$ cat src/rtl/mstat_pkg.sv
package mstat_pkg;
    localparam int STAT_W   = 5;
    localparam int BIT_LOOP = 0;
    localparam int BIT_CALL = 1;
    localparam int BIT_ANS  = 2;
    localparam int BIT_CARR = 3;
    localparam int BIT_MARK = 4;

    typedef enum logic [0:0] {
        ST_IDLE = 1'b0,
        ST_PEND = 1'b1
    } irq_state_t;
endpackage

$ cat src/rtl/mstat_sync.sv
module mstat_sync #(
    parameter int W      = 5,
    parameter int STAGES = 2
) (
    input  logic         clk,
    input  logic         rst_n,
    input  logic [W-1:0] d,
    output logic [W-1:0] q
);
    logic [W-1:0] stage_q [STAGES];

    for (genvar s = 0; s < STAGES; s++) begin : g_stage
        if (s == 0) begin : g_first
            always_ff @(posedge clk or negedge rst_n) begin
                if (!rst_n) stage_q[s] <= '0;
                else        stage_q[s] <= d;
            end
        end else begin : g_next
            always_ff @(posedge clk or negedge rst_n) begin
                if (!rst_n) stage_q[s] <= '0;
                else        stage_q[s] <= stage_q[s-1];
            end
        end
    end

    assign q = stage_q[STAGES-1];
endmodule

$ cat src/rtl/mstat_chg.sv
module mstat_chg
    import mstat_pkg::*;
(
    input  logic              clk,
    input  logic              rst_n,
    input  logic [STAT_W-1:0] cur,
    input  logic              tx_en,
    input  logic              dtmf_tx,
    output logic              chg_any
);
    logic [STAT_W-1:0] prev_q;
    logic [STAT_W-1:0] diff;
    logic [STAT_W-1:0] mask;

    always_ff @(posedge clk or negedge rst_n) begin
        if (!rst_n) prev_q <= '0;
        else        prev_q <= cur;
    end

    always_comb begin
        mask           = '0;
        mask[BIT_LOOP] = 1'b1;
        mask[BIT_CALL] = tx_en;
        mask[BIT_ANS]  = tx_en;
        mask[BIT_CARR] = dtmf_tx;
        mask[BIT_MARK] = 1'b0;
        diff           = cur ^ prev_q;
        chg_any        = |(diff & ~mask);
    end
endmodule

$ cat src/rtl/mstat_fsm.sv
module mstat_fsm
    import mstat_pkg::*;
(
    input  logic clk,
    input  logic rst_n,
    input  logic allow,
    input  logic chg,
    input  logic rd,
    output logic irq_n
);
    irq_state_t state_q, state_d;

    always_comb begin
        state_d = state_q;
        if (!allow) begin
            state_d = ST_IDLE;
        end else begin
            unique case (state_q)
                ST_IDLE: if (chg)        state_d = ST_PEND;
                ST_PEND: if (rd && !chg) state_d = ST_IDLE;
                default:                 state_d = ST_IDLE;
            endcase
        end
    end

    always_ff @(posedge clk or negedge rst_n) begin
        if (!rst_n) state_q <= ST_IDLE;
        else        state_q <= state_d;
    end

    always_comb begin
        irq_n = !((state_q == ST_PEND) && allow);
    end
endmodule

$ cat src/rtl/mstat_irq.sv
module mstat_irq
    import mstat_pkg::*;
#(
    parameter int SYNC_STAGES = 2,
    parameter int BYTE_W      = 8
) (
    input  logic              clk,
    input  logic              rst_n,
    input  logic [STAT_W-1:0] stat_in,
    input  logic              irq_en,
    input  logic              tx_en,
    input  logic              dtmf_tx,
    input  logic              pwr_dn,
    input  logic              rd_stb,
    output logic [BYTE_W-1:0] stat_q,
    output logic              irq_n
);
    localparam int PAD_W = BYTE_W - STAT_W;

    logic [STAT_W-1:0] stat_s;
    logic              chg_any;
    logic              allow;

    assign allow = irq_en & ~pwr_dn;

    mstat_sync #(.W(STAT_W), .STAGES(SYNC_STAGES)) u_sync (
        .clk   (clk),
        .rst_n (rst_n),
        .d     (stat_in),
        .q     (stat_s)
    );

    mstat_chg u_chg (
        .clk     (clk),
        .rst_n   (rst_n),
        .cur     (stat_s),
        .tx_en   (tx_en),
        .dtmf_tx (dtmf_tx),
        .chg_any (chg_any)
    );

    mstat_fsm u_fsm (
        .clk   (clk),
        .rst_n (rst_n),
        .allow (allow),
        .chg   (chg_any),
        .rd    (rd_stb),
        .irq_n (irq_n)
    );

    assign stat_q = {{PAD_W{1'b0}}, stat_s};
endmodule

$ cat config.mk
export PLATFORM = sky130hd
export DESIGN_NAME = mstat_irq
export DESIGN_NICKNAME = d
export VERILOG_FILES = /design/src/rtl/mstat_pkg.sv /design/src/rtl/mstat_sync.sv /design/src/rtl/mstat_chg.sv /design/src/rtl/mstat_fsm.sv /design/src/rtl/mstat_irq.sv
export SDC_FILE = /design/constraint.sdc
export NUM_CORES = 1
export LEC_CHECK = 0
export BUFFER_PORTS_ARGS = -buffer_cell sky130_fd_sc_hd__buf_2
export CAP_MARGIN = 10
export CORE_UTILIZATION = 34
export DETAILED_ROUTE_END_ITERATION = 7
export GPL_ROUTABILITY_DRIVEN = 0
export SLEW_MARGIN = 20
export SYNTH_ARGS = -nofsm -noshare
export SYNTH_HDL_FRONTEND = slang
export SYNTH_HIERARCHICAL = 1
export SYNTH_SLANG_ARGS = --single-unit
$ cat constraint.sdc
create_clock -name clk -period 3.12 [get_ports clk]
set_input_delay 0.156 -clock clk [delete_from_list [all_inputs] [get_ports clk]]
set_output_delay 0.156 -clock clk [all_outputs]
set_load 0.02 [all_outputs]
### Word-level counts from Yosys, hierarchy flattened

Index checks and enable logic that the tools add are counted.

| word-level totals | value |
|---|---|
| register bits | 16 |
| input port bits | 12 |
| output and inout bits | 9 |
| word-level logic and storage cells | 19 |

| operators by class | value |
|---|---|
| muxes and demuxes | 4 |
| bitwise gates (word level) | 6 |
| reductions and logical operators | 5 |

Operators with widths:

| cell | number |
|---|---|
| AND 5 bit | 1 |
| NOT 4 -> 5 bit | 1 |
| OR reduction 5 bit | 1 |
| XOR 5 bit | 1 |
| 2-to-1 mux 1 bit | 3 |
| logical AND 1 bit | 2 |
| logical NOT 1 bit | 2 |
| NOT 1 bit | 2 |
| one-hot mux 1 bit (2 select lines) | 1 |
| AND 1 bit | 1 |

### Depth between registers and ports, before layout

| logic depth | value |
|---|---|
| depth in word-level cells | 8 |
| gate-level depth with buffers | 5 |
| gate-level depth less buffers | 4 |

### Cells and area by module

Netlist, hierarchy kept.

By module, submodules not included:

| module | times used | cells an instance | area each (um^2) | sequential area each (um^2) |
|---|---|---|---|---|
| mstat_sync | 1 | 15 | 287.8 | 250.2 |
| mstat_chg | 1 | 10 | 153.9 | 100.1 |
| mstat_fsm | 1 | 4 | 50.0 | 25.0 |
| mstat_irq | 1 | 5 | 40.0 | 0.0 |

### Worst setup path before layout

OpenSTA, ideal clock, no wires.

| timing path | value |
|---|---|
| path kind | reg-to-reg |
| start | reg u_sync.stage_q, in the netlist u_sync/q[2] |
| end | reg u_fsm.state_q |
| library setup time | 0.119 ns |
| arrival time | 1.031 ns |
| data required time | 3.001 ns |
| slack | 1.970 ns |
| cell stages (with the launch flop) | 6 |
| path buffers | 1 |
| period minus slack after synthesis | 1.150 ns |
| cell sequence | dfrtp_1 -> buf_4 -> xor2_1 -> nor2_1 -> o221ai_2 -> o21a_1 |

| between the ends | value |
|---|---|
| cells in the longest elaborated chain, start to end | 8 |
| elaborated cells on any way between the ends | 9 |
| classes of those cells | mux: 4; bitwise: 2; reduce/logical: 3 |

Ends and longest elaborated chain:

| element | RTL line | source |
|---|---|---|
| from (decl) | mstat_sync.sv:10 | `logic [W-1:0] stage_q [STAGES];` |
| from (signal, indexed assignment) | mstat_sync.sv:21 | `else stage_q[s] <= stage_q[s-1];` |
| XOR 5 bit * | mstat_chg.sv:27 | `diff = cur ^ prev_q;` |
| AND 5 bit * | mstat_chg.sv:28 | `chg_any = \|(diff & ~mask);` |
| OR reduction 5 bit * | mstat_chg.sv:28 |  |
| named net chg_any | mstat_irq.sv:21 | `logic chg_any;` |
| logical NOT 1 bit | mstat_fsm.sv:20 | `ST_PEND: if (rd && !chg) state_d = ST_IDLE;` |
| logical AND 1 bit | mstat_fsm.sv:20 |  |
| 2-to-1 mux 1 bit | mstat_fsm.sv:20 |  |
| one-hot mux 1 bit (2 select lines) * | mstat_fsm.sv:18 | `unique case (state_q)` |
| 2-to-1 mux 1 bit * | mstat_fsm.sv:15 | `if (!allow) begin` |
| named net u_fsm.state_d | mstat_fsm.sv:11 | `irq_state_t state_q, state_d;` |
| to (signal assigned) | mstat_fsm.sv:28 | `else state_q <= state_d;` |
| to (decl) | mstat_fsm.sv:11 |  |

The timed path passes the listed nets; every way through them passes the cells marked *.

### Worst setup path in the final report

Same ends and word-level chain as after synthesis.

==> summary.txt <==
DRT
-------------------------------------------------------------------------------------------------
Count of TritonRoute iterations in the first routing pass ..........................            2
Violation count after the first detailed-routing iteration .........................            2
Routed WL per cell .................................................................     9.614 um
Detailed Route WL ..................................................................       673 um
Vias/cell ..........................................................................        4.143
Detailed-route via count ...........................................................          290
Routed Antenna Nets ................................................................            0
Number of remaining DRC errors .....................................................            0

LAYOUT
-------------------------------------------------------------------------------------------------
Final Instance Count excl. Fillers .................................................           70
Proportion of layout cells with a drive suffix above 1 .............................       43.64%
Final cell area excluding filler cells .............................................    670.6 um2
Post-layout utilization of the core ................................................       48.51%
Final layout net count .............................................................           68
Synth-to-layout area growth ........................................................       26.12%
Most frequent standard cell in the layout excluding fill and tap cells ............. sky130_fd_sc_hd__buf_2
Final antenna diode count ..........................................................            0
Commonest non-fill, non-tap cells in the layout .................................... sky130_fd_sc_hd__buf_2, sky130_fd_sc_hd__dfrtp_1, sky130_fd_sc_hd__dlygate4sd3_1, sky130_fd_sc_hd__conb_1, sky130_fd_sc_hd__clkbuf_4
Fill cells .........................................................................          121

CLOCK NETWORK
-------------------------------------------------------------------------------------------------
Total CTS buffers ..................................................................            3
Post-CTS Hold Buffers ..............................................................            6
Clock network latency to the later pin of the worst-skew pair ......................      0.28 ns
Clock transition at path regs ......................................................      0.09 ns
Root Buffer Master ................................................................. sky130_fd_sc_hd__clkbuf_4
Number of clock sinks ..............................................................           15
Post-CTS setup repair buffer count .................................................            0
Clock tree from TritonCTS ..........................................................        built
Maximum number of buffers from clock root to sink ..................................            2
Count of instances resized after the clock tree is built ...........................            0
Maximum level of the CTS H-tree ....................................................            1

CRITICAL PATH
-------------------------------------------------------------------------------------------------
Critical path buffers and inverters ................................................            0
Sort of element at the start of the critical path ..................................         flop
Sequence of cells on the critical path ............................................. xor2_1 > nor2_1 > o221ai_2 > o21a_1
Endpoint kind of the worst setup timing path .......................................         flop
Highest-delay cell along the critical path ......................................... sky130_fd_sc_hd__dfrtp_1
Maximum single-stage delay on the critical path ....................................      0.41 ns
Worst path arrival time ............................................................      1.27 ns
Launch instance of the worst register-to-register path .............................  u_sync/q[2]
Required time of the critical path .................................................      3.30 ns
Cell type group with the largest total delay on the critical path ..................   flip-flops
Critical path peak fanout ..........................................................            3
Destination of the worst register-to-register timing path .......................... u_fsm/state_q
Path type of the worst setup path ..................................................   reg -> reg
Reg2reg setup slack ................................................................      2.02 ns
Length in cells of the worst reg-to-reg path .......................................            4

WORST HOLD PATH
-------------------------------------------------------------------------------------------------
Launch point of the worst hold path ................................................       pwr_dn
Hold Path End ...................................................................... u_fsm/state_q
Hold Path Class ....................................................................    in -> reg
Number of cells on the worst hold path .............................................            3

FLOORPLAN
-------------------------------------------------------------------------------------------------
Standard cell core area ............................................................     1383 um2
Die height .........................................................................     41.55 um
Starting Density ...................................................................       38.46%
Horizontal extent of the die .......................................................     41.55 um
Area enclosed by the die boundary ..................................................     1726 um2
Placement Rows .....................................................................           13
Top Ports ..........................................................................           21

GRT
-------------------------------------------------------------------------------------------------
Pin count of the biggest net entering global routing ...............................           16
Antenna violations before repair ...................................................            0
All-Layer GR Usage .................................................................       9.594%
Vias in the first global route .....................................................          311
Wire length of the first global-routing pass .......................................      1207 um
Remaining Overflow, GRT ............................................................            0

SYNTH
-------------------------------------------------------------------------------------------------
Number of distinct library cell variants in the gate-level netlist after synthesis .           10
Number of register bits inferred by synthesis ......................................           15
Average instance area after synthesis ..............................................    15.64 um2
Number of standard cells after synthesis ...........................................           34
Synth Cell Area ....................................................................    531.8 um2
Warnings from Yosys ................................................................            6
Part of the Yosys area used for sequential elements ................................       70.59%

TIMING
-------------------------------------------------------------------------------------------------
Least setup slack across all paths after layout ....................................     2.023 ns
Number of hold violations in the final report ......................................            0
Final Setup Violations .............................................................            0
Setup TNS ..........................................................................         0 ns
Post-Route Hold Slack ..............................................................    0.1344 ns
Final count of pins violating max slew .............................................            0
Final critical delay including setup and external delays ...........................     1.097 ns
Fmax achieved ......................................................................    911.5 MHz
Skew final .........................................................................  0.002000 ns
Share of the clock period used by the worst path ...................................       35.16%
RSZ-0062 raised after global routing ...............................................        false

PLACE
-------------------------------------------------------------------------------------------------
Number of I/O port buffers .........................................................           17
Worst Setup Slack post-DPL .........................................................     2.016 ns
Post-Place Cells ...................................................................           60
Placed inst area ...................................................................    583.1 um2

POWER AND IR DROP
-------------------------------------------------------------------------------------------------
Overall power after layout .........................................................    0.3543 mW
IR Drop Worst-Case VDD .............................................................  0.0002990 V
Power per Cell Area ................................................................ 528.4 nW/um2
Static leakage power ...............................................................    0.3247 nW

FLOW RUN
-------------------------------------------------------------------------------------------------
Max-capacitance violation count ....................................................            0

OUTCOME
-------------------------------------------------------------------------------------------------
Run status ......................................................................... finished, final reports clean

layout make-up:
cell class	instances	area [um2]	share of cell area, %
sequential	15	375.4	55.97
clock inverter	1	5.005	0.7463
multi-input combinational	13	103.9	15.49
timing repair buffer	23	145.1	21.64
tap	15	18.77	2.799
clock buffer	3	22.52	3.358
sequential cells by signal (all words and copies together) (netlist names):
signal          flops
u_fsm/state_q       1
u_chg/prev_q        4
u_sync/q            5
u_sync/stage_q      5
tightest hold or removal path, cell delays in order:
cell and delay (ns):
sky130_fd_sc_hd__buf_2 0.10, sky130_fd_sc_hd__nor2b_4 0.04, sky130_fd_sc_hd__o21a_1 0.09
synthesized netlist by cell type:
cell type | count | share of area [%]
sky130_fd_sc_hd__nor2_1 | 1 | 0.71
sky130_fd_sc_hd__xor2_1 | 2 | 3.3
sky130_fd_sc_hd__buf_4 | 8 | 11
sky130_fd_sc_hd__conb_1 | 1 | 0.71
sky130_fd_sc_hd__o21a_1 | 1 | 1.4
sky130_fd_sc_hd__xnor2_1 | 2 | 3.3
sky130_fd_sc_hd__dfrtp_1 | 15 | 71
sky130_fd_sc_hd__o221ai_2 | 1 | 2.8
sky130_fd_sc_hd__nand2_1 | 1 | 0.71
sky130_fd_sc_hd__nor2b_4 | 2 | 5.2
where the power goes:
| group | total [mW] | switching (mW) | internal (mW) |
|---|---|---|---|
| Combinational | 0.0384 | 0.0195 | 0.0189 |
| Clock | 0.107 | 0.0596 | 0.0475 |
| Sequential | 0.209 | 0.00452 | 0.204 |
logic make-up after synthesis:
group                  synth area share (%)
AO/OA/AOI/OAI                         4.235
XOR/XNOR                              6.589
buffers and inverters                 11.29
flip-flops                            70.59
other                                0.7052
AND/OR/NAND/NOR                       6.588
per-layer routing:
layer	wire length [um]	part of all wire [%]	vias up	GRT usage (%)
met4	0	0	0	9.677
met3	36	5.3	0	1.304
met5	0	0	-	0
li1	-	-	138	-
met1	270	40	137	10.03
met2	366	54	15	15.94
how the worst max path moves through the flow:
stage,start,end,slack (ns),cells past startpoint
2_1_floorplan,u_sync/q[2],u_fsm/state_q,1.97,5
3_3_place_gp,u_sync/q[2],u_fsm/state_q,2.04,4
3_5_place_dp,u_sync/q[2],u_fsm/state_q,2.02,4
4_1_cts,u_sync/q[2],u_fsm/state_q,2.00,4
5_1_grt,u_sync/q[2],u_fsm/state_q,1.94,4
6_report,u_sync/q[2],u_fsm/state_q,2.02,4
(Power assumes the default switching activity.)
